==> src/rtl/irq_wake_pkg.sv <==
// Package: register field positions and source count shared by the
// interrupt controller modules and its checker.
package irq_wake_pkg;
    localparam int CSR_W   = 8;
    localparam int NSRC    = 3;   // port-change, pin, timer
    localparam int B_GIE   = 7;
    localparam int B_SPARE = 6;
    localparam int B_EN_LO = 3;   // enables occupy [5:3], paired with flags [2:0]
    localparam int B_FL_LO = 0;
    localparam int S_PORT  = 0;
    localparam int S_PIN   = 1;
    localparam int S_TMR   = 2;
endpackage

==> src/rtl/bit_sync.sv <==
// Module: bit_sync
// A W-bit multi-flop synchronizer for asynchronous inputs.
// Assumes each bit may be sampled on its own, so no bus coherence is needed.
module bit_sync #(
    parameter int W      = 1,
    parameter int STAGES = 2
) (
    input  logic         clk,
    input  logic         rst_n,
    input  logic [W-1:0] d,
    output logic [W-1:0] q
);
    logic [W-1:0] stg [STAGES];

    // first stage samples the asynchronous input
    always_ff @(posedge clk) begin
        if (!rst_n) stg[0] <= '0;
        else        stg[0] <= d;
    end

    genvar i;
    generate
        for (i = 1; i < STAGES; i++) begin : g_stage
            // later stages shift the sample along the chain
            always_ff @(posedge clk) begin
                if (!rst_n) stg[i] <= '0;
                else        stg[i] <= stg[i-1];
            end
        end
    endgenerate

    assign q = stg[STAGES-1];
endmodule

==> src/rtl/src_detect.sv <==
// Module: src_detect
// Turns the synchronized pin into a one-cycle edge event of the chosen
// polarity, and reports when the synchronized port differs from a snapshot.
// Assumes its inputs are already synchronous to clk.
module src_detect #(
    parameter int PORT_W = 4
) (
    input  logic              clk,
    input  logic              rst_n,
    input  logic              pin_s,
    input  logic              rise_sel,
    input  logic [PORT_W-1:0] port_s,
    input  logic              snap_ld,
    output logic              pin_evt,
    output logic              port_evt
);
    logic              pin_d;
    logic [PORT_W-1:0] snap;

    // remember last pin level for edge detection
    always_ff @(posedge clk) begin
        if (!rst_n) pin_d <= 1'b0;
        else        pin_d <= pin_s;
    end

    // reload the port snapshot when the core reads the port
    always_ff @(posedge clk) begin
        if (!rst_n)       snap <= '0;
        else if (snap_ld) snap <= port_s;
    end

    // edge of the selected polarity, and port mismatch
    always_comb begin
        pin_evt  = rise_sel ? (pin_s & ~pin_d) : (~pin_s & pin_d);
        port_evt = (port_s != snap);
    end
endmodule

==> src/rtl/irq_csr.sv <==
// Module: irq_csr
// Holds the flags, enables, spare bit and global enable. Combines them
// into wake and interrupt request.
// Assumes set events are one-cycle or level and synchronous to clk.
module irq_csr
    import irq_wake_pkg::*;
(
    input  logic             clk,
    input  logic             rst_n,
    input  logic [NSRC-1:0]  set_evt,
    input  logic             we,
    input  logic [CSR_W-1:0] wdata,
    input  logic             taken,
    input  logic             ret,
    output logic [CSR_W-1:0] rdata,
    output logic             wake,
    output logic             irq_req
);
    logic [NSRC-1:0] flags, flags_n, en, en_n;
    logic            gie, gie_n, spare, spare_n;

    // next state: write first, then hardware set events and gie strobes
    always_comb begin
        flags_n = we ? wdata[B_FL_LO +: NSRC] : flags;
        en_n    = we ? wdata[B_EN_LO +: NSRC] : en;
        spare_n = we ? wdata[B_SPARE] : spare;
        gie_n   = we ? wdata[B_GIE] : gie;
        flags_n = flags_n | set_evt;
        if (ret)   gie_n = 1'b1;
        if (taken) gie_n = 1'b0;
    end

    // register update
    always_ff @(posedge clk) begin
        if (!rst_n) begin
            flags <= '0;
            en    <= '0;
            spare <= 1'b0;
            gie   <= 1'b0;
        end else begin
            flags <= flags_n;
            en    <= en_n;
            spare <= spare_n;
            gie   <= gie_n;
        end
    end

    // read view and request outputs
    always_comb begin
        rdata                    = '0;
        rdata[B_GIE]             = gie;
        rdata[B_SPARE]           = spare;
        rdata[B_EN_LO +: NSRC]   = en;
        rdata[B_FL_LO +: NSRC]   = flags;
        wake                     = |(flags & en);
        irq_req                  = wake & gie;
    end
endmodule

==> src/rtl/irq_wake_ctrl.sv <==
// Module: irq_wake_ctrl (top)
// Interrupt flag and wake controller: synchronizes pin and port, detects
// events, latches flags and produces wake and interrupt request.
// Assumes tmr_ovf and all strobes are synchronous to clk.
module irq_wake_ctrl
    import irq_wake_pkg::*;
#(
    parameter int PORT_W    = 4,
    parameter int SYNC_STGS = 2
) (
    input  logic              clk,
    input  logic              rst_n,
    input  logic              ext_pin,
    input  logic              edge_rise_sel,
    input  logic [PORT_W-1:0] port_hi,
    input  logic              port_rd,
    input  logic              tmr_ovf,
    input  logic              csr_we,
    input  logic [CSR_W-1:0]  csr_wdata,
    output logic [CSR_W-1:0]  csr_rdata,
    input  logic              irq_taken,
    input  logic              irq_ret,
    output logic              irq_req,
    output logic              wake
);
    localparam int SYNC_W = PORT_W + 1;

    logic [SYNC_W-1:0] sync_q;
    logic              pin_evt, port_evt;
    logic [NSRC-1:0]   evts;

    bit_sync #(.W(SYNC_W), .STAGES(SYNC_STGS)) u_sync (
        .clk  (clk),
        .rst_n(rst_n),
        .d    ({ext_pin, port_hi}),
        .q    (sync_q)
    );

    src_detect #(.PORT_W(PORT_W)) u_det (
        .clk     (clk),
        .rst_n   (rst_n),
        .pin_s   (sync_q[PORT_W]),
        .rise_sel(edge_rise_sel),
        .port_s  (sync_q[PORT_W-1:0]),
        .snap_ld (port_rd),
        .pin_evt (pin_evt),
        .port_evt(port_evt)
    );

    // gather the source events into flag order
    always_comb begin
        evts         = '0;
        evts[S_PORT] = port_evt;
        evts[S_PIN]  = pin_evt;
        evts[S_TMR]  = tmr_ovf;
    end

    irq_csr u_csr (
        .clk    (clk),
        .rst_n  (rst_n),
        .set_evt(evts),
        .we     (csr_we),
        .wdata  (csr_wdata),
        .taken  (irq_taken),
        .ret    (irq_ret),
        .rdata  (csr_rdata),
        .wake   (wake),
        .irq_req(irq_req)
    );
endmodule

==> config.mk <==
export PLATFORM = sky130hd
export DESIGN_NAME = irq_wake_ctrl
export DESIGN_NICKNAME = d
export VERILOG_FILES = /design/src/rtl/irq_wake_pkg.sv /design/src/rtl/bit_sync.sv /design/src/rtl/src_detect.sv /design/src/rtl/irq_csr.sv /design/src/rtl/irq_wake_ctrl.sv
export SDC_FILE = /design/constraint.sdc
export NUM_CORES = 1
export LEC_CHECK = 0
export BUFFER_PORTS_ARGS = -buffer_cell sky130_fd_sc_hd__clkbuf_2
export CAP_MARGIN = 20
export CORE_MARGIN = 2
export CORE_UTILIZATION = 46
export DETAILED_ROUTE_END_ITERATION = 6
export PLACE_DENSITY_LB_ADDON = 0.25
export SYNTH_ARGS = -nofsm -noshare
export SYNTH_HDL_FRONTEND = slang
export SYNTH_SLANG_ARGS = --single-unit
==> constraint.sdc <==
create_clock -name clk -period 1.14 [get_ports clk]
set_input_delay 0.228 -clock clk [delete_from_list [all_inputs] [get_ports clk]]
set_output_delay 0.228 -clock clk [all_outputs]
set_load 0.01 [all_outputs]
==> impl_metrics.tcl <==
set metrics [dict create \
    detailed_place_hpwl_um 1030 \
    clockBufferDepth 2 \
    hold_viol_final 0 \
    grt_overflow 0 \
    swShare_pct 23.1 \
    power_uw 1410 \
    drtIter0Drc 6 \
    final_max_slew_viol_count 0 \
    portBuffers 30 \
    vias_per_cell 4.74 \
    io_pins 31 \
    cp.arrival_ns 1.16 \
    antenna_left 0 \
    ir_drop_mv 0.872 \
    setup_viol 2 \
    ys_seq_area_share_pct 55.4 \
    critPathRequiredTime_ns 0.91 \
    hold_class "in -> reg" \
    drt_first_pass_iters 4 \
    max_cap_viol_count 0 \
    cp-start-kind "flip-flop" \
    crit_slowest_cell "dfxtp_2" \
    rsz0062_at_grt "true" \
    avgSynthCellArea_sq_um 10.5 \
    syn_inst 79 \
    fin_util_pct 61.5 \
    synth_area_leader_cell "dfxtp_1" \
    routedWlPerCell_um 10.7 \
    path_clk_slew_ns 0.12 \
    cts_buffers 3 \
    ys_top_cells_by_count "23 x dfxtp_1, 12 x and2_1, 10 x mux2i_1, 10 x nor2_1" \
    antenna_cells 0 \
    row_count 15 \
    die_x_um 46.5 \
    crit_fanout 2 \
    gp_congestion 0.660 \
    min-delay-start "irq_taken" \
    async_flop_share_pct 0 \
    power.net_switching_uw 326 \
    dieArea_sq_mm 0.00216 \
    fin_crit_sh_pct 122 \
    grt_antenna_before_repair 0 \
    synth_fp_nets 100 \
    comb_power_share_pct 12.8 \
    synth_edf_count 0 \
    grt_pass1_vias 540 \
    p_int_uw 1090 \
    crit_type "reg -> out" \
    path_buf_inv 1 \
    dpl_worst_slack_ns 0.0678 \
    layout-drive-gt1-share_pct 36.4 \
    design.core.area_sq_mm 0.00171 \
    track_usage_pct 14.1 \
    clock.fmax_ghz 0.719 \
    cpPeakStageDelay_ns 0.34 \
    hold_buffers 0 \
    power.leakage_uw 0.000518 \
    dieHeight_um 46.5 \
    wirelength_um 1450 \
    crit_chain "a22oi_2 > nand2_1 > and2_1 > clkbuf_2" \
    status "finished with violations" \
    p_per_area_mw_per_mm2 1340 \
    ys.flop_type "dfxtp_1" \
    start_util_pct 48.6 \
    cts_root_buf "clkbuf_4" \
    cp-end-kind "output pin" \
    violations "setup timing" \
    grt_pass1_wl_um 2080 \
    clock-sinks 23 \
    synth_most_common_cell "dfxtp_1" \
    vias 640 \
    critical_path.startpoint "u_csr.en[0]$_SDFFE_PN0P_" \
    worstMarginPinSlew_ns 0.363 \
    pwr-share-seq_pct 61.5 \
    htreeDepth 1 \
    drc 0 \
    crit_family "flip-flops" \
    fin_nets 132 \
    clkPwrFrac_pct 25.6 \
    clk_latency_ns 0.30 \
    ys_warn_count 0 \
    synthTopCellsByArea "dfxtp_1 55%, mux2i_1 12%, and2_1 9.0%, nor2_1 4.5%, xor2_1 3.2%" \
    relSlewSlack_pct 75.8 \
    fin_crit_ns 1.39 \
    skew_ns 0.00316 \
    synth.top_cell.area_share_pct 55.4 \
    synth-seq-cells 23 \
    fin_ws_ns -0.251 \
    syn_area_sq_um 831 \
    area_growth_syn_to_layout_pct 26.5 \
    reg2reg_from "u_det.snap[0]$_SDFFE_PN0P_" \
    grt_max_degree 13 \
    ys_types 20 \
    cts_tree "yes" \
]
[power groups by stage]
stage / Sequential [uW] / Combinational, uW / Clock, uW
after global placement: 881 / 149 / 0
final: 869 / 181 / 362
after global routing: 874 / 201 / 398
after floorplan: 888 / 90.0 / 0
after detailed placement: 885 / 153 / 0
after CTS: 868 / 169 / 374
[final cells by class]
cell class,instances,area [sq um]
Clock buffer,4,26.3
Tap cell,25,31.3
Timing Repair Buffer,33,195
Sequential cell,23,463
Inverter,1,3.75
Fill cell,159,657
Multi-Input combinational cell,49,332
[registers in the layout (all words and copies together), names as in the netlist]
name	cells
u_csr.flags	3
u_det.pin_d	1
u_csr.en	3
u_csr.gie	1
u_csr.spare	1
u_sync.stg	10
u_det.snap	4
[placed cells by master, fill, tap and decap left out, drive strengths merged, types with 3 or more instances in the layout]
master and count:
dfxtp 23, and2 12, xor2 3, mux2i 10, clkbuf 31, nor2 10, nand2 3, buf 6
[through the flow]
stage	TNS, ns	std cells	area [sq um]	hold slack, ns
after floorplan	0	79	831	0.307
after global placement	0	128	972	0.401
after detailed placement	0	128	972	0.410
after CTS	-0.472	135	1030	0.0758
after global routing	-0.638	135	1050	0.0680
final	-0.485	135	1050	0.0788
[final timing paths]
check | end | slack (ns) | cells past startpoint
setup / recovery | irq_req | -0.25 | 4
hold / removal | u_csr.gie$_SDFFE_PP0P_ | 0.08 | 2
setup reg to reg | u_csr.flags[0]$_SDFF_PN0_ | 0.25 | 3
hold reg to reg | u_sync.stg[1][2]$_SDFF_PN0_ | 0.45 | 1
[repair_timing]
item,in CTS,in global routing
setup buffers,3,0
pin swaps,3,0
resized for setup,3,7
setup endpoints to repair,2,4
[metal layers]
layer | GRT usage [%] | share of wire [%] | vias up | wire [um]
met5 | 0 | 0 | - | 0
met4 | 6.86 | 0 | 0 | 0
met3 | 2.35 | 8.6 | 0 | 125
met2 | 29.4 | 55 | 28 | 801
met1 | 12.3 | 36 | 298 | 520
li1 | - | - | 314 | -
[cells by family (layout without fill, tap and decap cells)]
| family | Yosys count | after routing | synth area share, % |
|---|---|---|---|
| AOI/OAI and AO/OA | 5 | 5 | 4.22 |
| buffers and inverters | 7 | 38 | 5.27 |
| and+or+nand+nor | 30 | 30 | 18.8 |
| DFF | 23 | 23 | 55.4 |
| xor gates and xnor gates | 4 | 4 | 4.22 |
| muxes | 10 | 10 | 12.0 |
(Power assumes the default switching activity.)
